<file path="src/rtl/fhf_pkg.sv">
package fhf_pkg;

  // Count after one cycle, given which operations were accepted.
  function automatic int unsigned fhf_count_next(int unsigned cnt, logic wr_take, logic rd_take);
    int unsigned n;
    n = cnt;
    if (wr_take && !rd_take) n = cnt + 1;
    if (rd_take && !wr_take) n = cnt - 1;
    return n;
  endfunction

  // High-water flag next state; dual selects the hysteresis rule.
  function automatic logic fhf_hi_next(logic dual, logic cur, int unsigned n,
                                       int unsigned on_lvl, int unsigned off_lvl);
    if (!dual) return n >= on_lvl;
    if (cur)   return n > off_lvl;
    return n >= on_lvl;
  endfunction

  // Low-water flag next state; dual selects the hysteresis rule.
  function automatic logic fhf_lo_next(logic dual, logic cur, int unsigned n,
                                       int unsigned on_lvl, int unsigned off_lvl);
    if (!dual) return n <= on_lvl;
    if (cur)   return n < off_lvl;
    return n <= on_lvl;
  endfunction

endpackage

</file>
<file path="src/rtl/fhf_level.sv">
module fhf_level #(
  parameter int AW = 4
) (
  input  logic          clk,
  input  logic          rst_n,
  input  logic          flush,
  input  logic          wr_en,
  input  logic          rd_en,
  output logic          wr_take,
  output logic          rd_take,
  output logic [AW:0]   cnt_nxt,
  output logic [AW:0]   cnt
);
  import fhf_pkg::*;
  localparam int DEPTH = 1 << AW;
  localparam int CW    = AW + 1;

  logic at_top, at_bot;
  assign at_top  = (cnt == CW'(DEPTH));
  assign at_bot  = (cnt == '0);
  assign wr_take = wr_en & ~at_top & ~flush;
  assign rd_take = rd_en & ~at_bot & ~flush;
  assign cnt_nxt = flush ? '0 : CW'(fhf_count_next(32'(cnt), wr_take, rd_take));

  always_ff @(posedge clk or negedge rst_n) begin
    if (!rst_n) cnt <= '0;
    else        cnt <= cnt_nxt;
  end


  count_range_chk: assert property (@(posedge clk) disable iff (!rst_n)
    cnt <= CW'(DEPTH));


  blocked_wr_chk: assert property (@(posedge clk) disable iff (!rst_n)
    (at_top && wr_en && !rd_en && !flush) |=> (cnt == CW'(DEPTH)));


  blocked_rd_chk: assert property (@(posedge clk) disable iff (!rst_n)
    (at_bot && rd_en && !wr_en && !flush) |=> (cnt == '0));


  both_ops_chk: assert property (@(posedge clk) disable iff (!rst_n)
    (wr_en && rd_en && !at_top && !at_bot && !flush) |=> $stable(cnt));


  flush_cnt_chk: assert property (@(posedge clk) disable iff (!rst_n)
    flush |=> (cnt == '0));

endmodule

</file>
<file path="src/rtl/fhf_store.sv">
module fhf_store #(
  parameter int AW = 4,
  parameter int DW = 16
) (
  input  logic          clk,
  input  logic          rst_n,
  input  logic          flush,
  input  logic          wr_take,
  input  logic          rd_take,
  input  logic [DW-1:0] wr_data,
  output logic [DW-1:0] rd_data
);
  localparam int DEPTH = 1 << AW;

  logic [DW-1:0] mem [DEPTH];
  logic [AW-1:0] wptr, rptr;

  always_ff @(posedge clk) begin
    if (wr_take) mem[wptr] <= wr_data;
  end

  always_ff @(posedge clk or negedge rst_n) begin
    if (!rst_n) begin
      wptr    <= '0;
      rptr    <= '0;
      rd_data <= '0;
    end else if (flush) begin
      wptr <= '0;
      rptr <= '0;
    end else begin
      if (wr_take) wptr <= wptr + 1'b1;
      if (rd_take) begin
        rptr    <= rptr + 1'b1;
        rd_data <= mem[rptr];
      end
    end
  end


  rd_hold_chk: assert property (@(posedge clk) disable iff (!rst_n)
    !rd_take |=> $stable(rd_data));

endmodule

</file>
<file path="src/rtl/fhf_flags.sv">
module fhf_flags #(
  parameter int AW       = 4,
  parameter bit DUAL_LVL = 1'b1
) (
  input  logic        clk,
  input  logic        rst_n,
  input  logic        flush,
  input  logic [AW:0] cnt_nxt,
  input  logic [AW:0] cnt,
  input  logic [AW:0] hi_on,
  input  logic [AW:0] hi_off,
  input  logic [AW:0] lo_on,
  input  logic [AW:0] lo_off,
  output logic        full,
  output logic        empty,
  output logic        one_slot_left,
  output logic        one_word_left,
  output logic        hi_water,
  output logic        lo_water
);
  import fhf_pkg::*;
  localparam int DEPTH = 1 << AW;
  localparam int CW    = AW + 1;

  logic hi_nxt, lo_nxt;
  assign hi_nxt = fhf_hi_next(DUAL_LVL, hi_water, 32'(cnt_nxt), 32'(hi_on), 32'(hi_off));
  assign lo_nxt = fhf_lo_next(DUAL_LVL, lo_water, 32'(cnt_nxt), 32'(lo_on), 32'(lo_off));

  always_ff @(posedge clk or negedge rst_n) begin
    if (!rst_n) begin
      full          <= 1'b0;
      empty         <= 1'b1;
      one_slot_left <= 1'b0;
      one_word_left <= 1'b0;
      hi_water      <= 1'b0;
      lo_water      <= 1'b1;
    end else if (flush) begin
      full          <= 1'b0;
      empty         <= 1'b1;
      one_slot_left <= 1'b0;
      one_word_left <= 1'b0;
      hi_water      <= 1'b0;
      lo_water      <= 1'b1;
    end else begin
      full          <= (cnt_nxt == CW'(DEPTH));
      empty         <= (cnt_nxt == '0);
      one_slot_left <= (cnt_nxt == CW'(DEPTH - 1));
      one_word_left <= (cnt_nxt == CW'(1));
      hi_water      <= hi_nxt;
      lo_water      <= lo_nxt;
    end
  end


  full_match_chk: assert property (@(posedge clk) disable iff (!rst_n)
    full == (cnt == CW'(DEPTH)));


  empty_match_chk: assert property (@(posedge clk) disable iff (!rst_n)
    empty == (cnt == '0));


  edge_flags_onehot_chk: assert property (@(posedge clk) disable iff (!rst_n)
    $onehot0({full, empty, one_slot_left, one_word_left}));


  flush_flags_chk: assert property (@(posedge clk) disable iff (!rst_n)
    flush |=> (empty && lo_water && !hi_water && !full));

  generate
    if (DUAL_LVL) begin : g_dual_chk

      hi_rise_chk: assert property (@(posedge clk) disable iff (!rst_n)
        $rose(hi_water) |-> (cnt >= $past(hi_on)));

      hi_fall_chk: assert property (@(posedge clk) disable iff (!rst_n)
        $fell(hi_water) |-> (cnt <= $past(hi_off)));

      lo_fall_chk: assert property (@(posedge clk) disable iff (!rst_n)
        $fell(lo_water) |-> (cnt >= $past(lo_off)));
    end else begin : g_single_chk

      hi_single_chk: assert property (@(posedge clk) disable iff (!rst_n)
        hi_water == (cnt >= $past(hi_on)));

      lo_single_chk: assert property (@(posedge clk) disable iff (!rst_n)
        lo_water == (cnt <= $past(lo_on)));
    end
  endgenerate

endmodule

</file>
<file path="src/rtl/fifo_hyst_flags.sv">
module fifo_hyst_flags #(
  parameter int AW       = 4,
  parameter int DW       = 16,
  parameter bit DUAL_LVL = 1'b1
) (
  input  logic          clk,
  input  logic          rst_n,
  input  logic          flush,
  input  logic          wr_en,
  input  logic [DW-1:0] wr_data,
  input  logic          rd_en,
  output logic [DW-1:0] rd_data,
  output logic [AW:0]   level,
  output logic          full,
  output logic          empty,
  output logic          one_slot_left,
  output logic          one_word_left,
  output logic          hi_water,
  output logic          lo_water,
  input  logic [AW:0]   hi_on,
  input  logic [AW:0]   hi_off,
  input  logic [AW:0]   lo_on,
  input  logic [AW:0]   lo_off
);
  logic        wr_take, rd_take;
  logic [AW:0] cnt_nxt;

  fhf_level #(.AW(AW)) u_level (
    .clk(clk), .rst_n(rst_n), .flush(flush), .wr_en(wr_en), .rd_en(rd_en),
    .wr_take(wr_take), .rd_take(rd_take), .cnt_nxt(cnt_nxt), .cnt(level)
  );

  fhf_store #(.AW(AW), .DW(DW)) u_store (
    .clk(clk), .rst_n(rst_n), .flush(flush), .wr_take(wr_take), .rd_take(rd_take),
    .wr_data(wr_data), .rd_data(rd_data)
  );

  fhf_flags #(.AW(AW), .DUAL_LVL(DUAL_LVL)) u_flags (
    .clk(clk), .rst_n(rst_n), .flush(flush), .cnt_nxt(cnt_nxt), .cnt(level),
    .hi_on(hi_on), .hi_off(hi_off), .lo_on(lo_on), .lo_off(lo_off),
    .full(full), .empty(empty), .one_slot_left(one_slot_left),
    .one_word_left(one_word_left), .hi_water(hi_water), .lo_water(lo_water)
  );

endmodule

</file>
<file path="config.mk">
export PLATFORM = sky130hd
export DESIGN_NAME = fifo_hyst_flags
export DESIGN_NICKNAME = d
export VERILOG_FILES = /design/src/rtl/fhf_pkg.sv /design/src/rtl/fhf_level.sv /design/src/rtl/fhf_store.sv /design/src/rtl/fhf_flags.sv /design/src/rtl/fifo_hyst_flags.sv
export SDC_FILE = /design/constraint.sdc
export NUM_CORES = 1
export LEC_CHECK = 0
export CAP_MARGIN = 20
export CORE_ASPECT_RATIO = 0.75
export CORE_MARGIN = 1.5
export CORE_UTILIZATION = 40
export DETAILED_ROUTE_END_ITERATION = 10
export GPL_TIMING_DRIVEN = 0
export PLACE_DENSITY = 0.69
export SLEW_MARGIN = 0
export SYNTH_ARGS = -nofsm -noshare
export SYNTH_HDL_FRONTEND = slang
export SYNTH_SLANG_ARGS = --single-unit
</file>
<file path="constraint.sdc">
create_clock -name clk -period 4 [get_ports clk]
set_clock_uncertainty 0.15 [all_clocks]
set_input_delay 0.6 -clock clk [delete_from_list [all_inputs] [get_ports clk]]
set_output_delay 0.6 -clock clk [all_outputs]
set_load 0.01 [all_outputs]
</file>
==> impl_metrics.prom, run 1 <==
# TYPE chip_impl_metric gauge
chip_impl_metric{name="postSynthRegisterBits",unit=""} 291
chip_impl_metric{name="max_slew_violation_count",unit=""} 0
chip_impl_metric{name="drive_gt1_frac",unit=""} 0.259
chip_impl_metric{name="global_route_wire_length_before_repair",unit="µm"} 39200
chip_impl_info{name="main_combinational_cell_family_by_area_after_synthesis",value="multiplexers"} 1
chip_impl_metric{name="hpwlAfterDp",unit="µm"} 17800
chip_impl_metric{name="fp.coreArea",unit="µm²"} 29200
chip_impl_metric{name="final-setup-viol-count",unit=""} 0
chip_impl_metric{name="synth_enable_flop_cells",unit=""} 256
chip_impl_metric{name="synth-simple-area-share",unit=""} 0.0318
chip_impl_metric{name="io_pins",unit=""} 68
chip_impl_metric{name="route.final.wire_length",unit="µm"} 26000
chip_impl_metric{name="synth_adder_area_share",unit=""} 0.0282
chip_impl_metric{name="synth_fp_nets",unit=""} 645
chip_impl_info{name="rsz0062_at_grt",value="no"} 1
chip_impl_info{name="yosys_most_used_dff",value="edfxtp_1"} 1
chip_impl_metric{name="sequential_fraction_of_the_synthesis_area",unit=""} 0.719
chip_impl_metric{name="yosysUniqueCellTypes",unit=""} 46
chip_impl_metric{name="yosys_warnings",unit=""} 0
chip_impl_info{name="worstSetupStartpointType",value="flop"} 1
chip_impl_metric{name="count_of_final_hold_check_violations",unit=""} 0
chip_impl_metric{name="gr-total-overflow",unit=""} 0
chip_impl_metric{name="drc",unit=""} 0
chip_impl_metric{name="die_h",unit="µm"} 152
chip_impl_metric{name="fp.dieArea",unit="µm²"} 30800
chip_impl_metric{name="drt-wirelength-per-cell",unit="µm"} 23.4
chip_impl_metric{name="post-route-cell-area",unit="µm²"} 14400
chip_impl_metric{name="max_slew.worst_pin.slew",unit="ns"} 0.908
chip_impl_info{name="holdCritPathClass",value="in -> async"} 1
chip_impl_metric{name="placement.cell_area",unit="µm²"} 13400
chip_impl_metric{name="htree_num_levels",unit=""} 1
chip_impl_info{name="topRoutingLayerUsed",value="met4"} 1
chip_impl_metric{name="worst-r2r-cell-count",unit=""} 14
chip_impl_info{name="status",value="complete, no violations"} 1
chip_impl_metric{name="synthMuxAreaShare",unit=""} 0.176
chip_impl_metric{name="die_w",unit="µm"} 202
chip_impl_metric{name="layout.nets",unit=""} 763
chip_impl_metric{name="timing.hold.ws",unit="ns"} 0.307
chip_impl_metric{name="drt-met1-wl",unit="µm"} 10900
chip_impl_metric{name="worst_slew_margin_rel",unit=""} 0.394
chip_impl_metric{name="dpl_worst_slack",unit="ns"} 0.0508
chip_impl_metric{name="cts.sink_count",unit=""} 291
chip_impl_metric{name="globalRouteTotalUtil",unit=""} 0.171
chip_impl_info{name="clock_tree.root_cell",value="clkbuf_16"} 1
chip_impl_metric{name="power.static_leakage",unit="nW"} 4.87
chip_impl_info{name="cts_tree",value="done"} 1
chip_impl_metric{name="yosys.area_share.xor_xnor",unit=""} 0.00631
chip_impl_metric{name="timing.final.crit_period",unit="ns"} 3.63
chip_impl_metric{name="crit_fanout",unit=""} 9
chip_impl_info{name="critical_path.reg2reg.startpoint",value="u_level.cnt[0]"} 1
chip_impl_metric{name="highest_clock_frequency_the_design_can_meet",unit="MHz"} 276
chip_impl_metric{name="synth-compound-area-share",unit=""} 0.0132
chip_impl_metric{name="utilization",unit=""} 0.492
chip_impl_info{name="critical_path_class",value="reg -> reg"} 1
chip_impl_metric{name="vias_post_dr",unit=""} 6014
chip_impl_metric{name="layout-area-overhead-vs-synth",unit="%"} 20.6
chip_impl_metric{name="tritoncts.num_buffers",unit=""} 28
chip_impl_metric{name="pin_count_of_the_biggest_net_entering_global_routing",unit=""} 30
chip_impl_metric{name="viasPerCell",unit=""} 5.42
chip_impl_metric{name="timing.critical_path.arrival",unit="ns"} 3.87
chip_impl_metric{name="post_synth_instance_area",unit="µm²"} 11900
chip_impl_metric{name="met3_wirelength",unit="µm"} 1640
chip_impl_info{name="crit-reg2reg-capture",value="u_flags.hi_water"} 1
chip_impl_metric{name="max-clock-path-buffers",unit=""} 3
chip_impl_metric{name="row_count",unit=""} 54
chip_impl_metric{name="setup.reg_to_reg.worst_slack",unit="ns"} 0.37
chip_impl_metric{name="worst_skew_pair.late_latency",unit="ns"} 0.54
chip_impl_metric{name="syn-instance-count",unit=""} 578
chip_impl_metric{name="cap_violations",unit=""} 0
chip_impl_metric{name="drt_pre_antenna_iters",unit=""} 5
chip_impl_metric{name="first_global_vias",unit=""} 6408
chip_impl_metric{name="clk_pin_slew_worst_paths",unit="ns"} 0.07
chip_impl_metric{name="met2_wirelength",unit="µm"} 12900
chip_impl_metric{name="initial_core_util",unit=""} 0.408
chip_impl_metric{name="numPortBuffers",unit=""} 66
chip_impl_metric{name="place.gp.congestion",unit=""} 0.830
chip_impl_metric{name="synthArstFlopShare",unit=""} 0.120
chip_impl_metric{name="power",unit="W"} 0.00806
chip_impl_metric{name="worst_ir_drop_vdd",unit="V"} 0.000351
chip_impl_metric{name="violation_count_after_the_first_detailed_routing_iteration",unit=""} 519
chip_impl_metric{name="final_critical_path_setup_slack",unit="ns"} 0.373
chip_impl_info{name="worst_setup_ep_type",value="flop"} 1
chip_impl_metric{name="synthesis.area_per_instance",unit="µm²"} 20.6
chip_impl_metric{name="final_antenna_net_count",unit=""} 0
chip_impl_metric{name="required",unit="ns"} 4.24
chip_impl_metric{name="finalCritPeriodShare",unit=""} 0.907
chip_impl_metric{name="pwr_density_cell",unit="nW/µm²"} 561
chip_impl_metric{name="grt_antenna_before_repair",unit=""} 0
chip_impl_metric{name="total_inserted_antenna_cells",unit=""} 0
cell usage in the layout, fill, tap and decap left out, types with 10 or more instances in the layout:
cell and instances:
edfxtp_1 256, mux4_2 67, clkdlybuf4s50_1 65, dfrtp_1 33, clkbuf_16 29, inv_1 26, ha_1 26, nand2_1 17
nor2_1 14, nor2_2 14, mux4_1 13, buf_8 11, buf_6 10, mux2_2 10
sequential cells by signal, summed over array words and instances, names as in the netlist:
signal and count:
u_flags.empty 1, u_flags.full 1, u_flags.hi_water 1, u_flags.lo_water 1
u_flags.one_slot_left 1, u_flags.one_word_left 1, u_level.cnt 5, u_store.mem 256
u_store.rd_data 16, u_store.rptr 4, u_store.wptr 4
cell usage after synthesis (5+ instances only):
master    number  area [µm²]
nand2b_1       5        31.3
clkbuf_1       8        30.0
dfrtp_1       33         826
mux2_2        10         113
nor2b_1        7        43.8
nand2_1       17        63.8
nand3_1        5        25.0
nor3_1         6        30.0
inv_1         26        97.6
edfxtp_1     256        7690
mux4_2        67        1510
mux2_4         6        90.1
buf_4          5        37.5
mux4_1        13         342
nor2_1        27         101
ha_1          26         325
a21oi_1        8        40.0
area by class of cell:
cell class                 count  area, µm²
inverter                      27        101
multi-input combinational    236       3100
buffer                        24        199
timing repair buffer          88        981
fill                        2360      14800
clock inverter                23        189
sequential                   291       8570
clock buffer                  29        726
tap                          392        490
routing by layer:
metal | GRT usage | vias up
li1 | - | 2584
met1 | 0.237 | 3162
met2 | 0.287 | 227
met3 | 0.0250 | 41
met4 | 0.0430 | 0
met5 | 0 | -
metrics by stage:
step                      cells  setup TNS (ns)
after global placement     1036          -27.22
after floorplan             578               0
final                      1110               0
after CTS                  1110               0
after global routing       1110               0
after detailed placement   1057               0
where the power goes:
group	switching, W	internal [W]	total (W)
Combinational	0.000861	0.00106	0.00192
Clock	0.00108	0.00151	0.00259
Sequential	0.000100	0.00345	0.00355
Total	0.00204	0.00602	0.00806
worst max-delay path by stage:
stage                   startpoint                 end  slack, ns  cells after the start
finish              u_level.cnt[0]    u_flags.hi_water       0.37                     14
global route        u_level.cnt[0]    u_flags.hi_water       0.03                     14
CTS                 u_level.cnt[0]    u_flags.hi_water       0.29                     14
detailed placement           rd_en    u_flags.hi_water       0.05                     13
global placement             wr_en  u_store.mem[0][12]      -0.45                      5
floorplan           u_level.cnt[1]    u_flags.hi_water       0.73                     14
repair_timing:
item	CTS	global route
endpoints found under the setup margin	0	1
endpoints found under the hold margin	6	0
resized for setup	0	2
setup buffers	0	0
hold buffers	1	0
logic make-up after synthesis:
group | after synthesis
adder cells (fa/ha/maj) | 27
AND/OR/NAND/NOR | 78
XOR/XNOR | 7
multiplexers | 100
AO/OA/AOI/OAI | 24
flip-flops | 291
buffers and inverters | 51
critical path, stage by stage (launching register included):
cell,delay [ns]
dfrtp_1,0.45
inv_1,0.12
ha_1,0.24
nor4b_4,0.29
nor2_2,0.16
maj3_1,0.39
o221ai_1,0.29
inv_1,0.19
ha_1,0.33
nor2b_1,0.13
o21a_1,0.16
o21a_1,0.16
o21a_1,0.16
o221ai_1,0.16
a21oi_1,0.09
No activity file was read; power rests on OpenSTA's default activity.
==> run 2, diff against run 1 <==
--- a/config.mk
+++ b/config.mk
@@ -9,6 +9,7 @@
 export CORE_ASPECT_RATIO = 0.75
 export CORE_MARGIN = 1.5
 export CORE_UTILIZATION = 40
+export CTS_BUF_LIST = sky130_fd_sc_hd__clkbuf_4 sky130_fd_sc_hd__clkbuf_8 sky130_fd_sc_hd__clkbuf_16
 export DETAILED_ROUTE_END_ITERATION = 10
 export GPL_TIMING_DRIVEN = 0
 export PLACE_DENSITY = 0.69
==> results of run 2 <==
Final layout, timing and power as in run 1 (identical DEF).
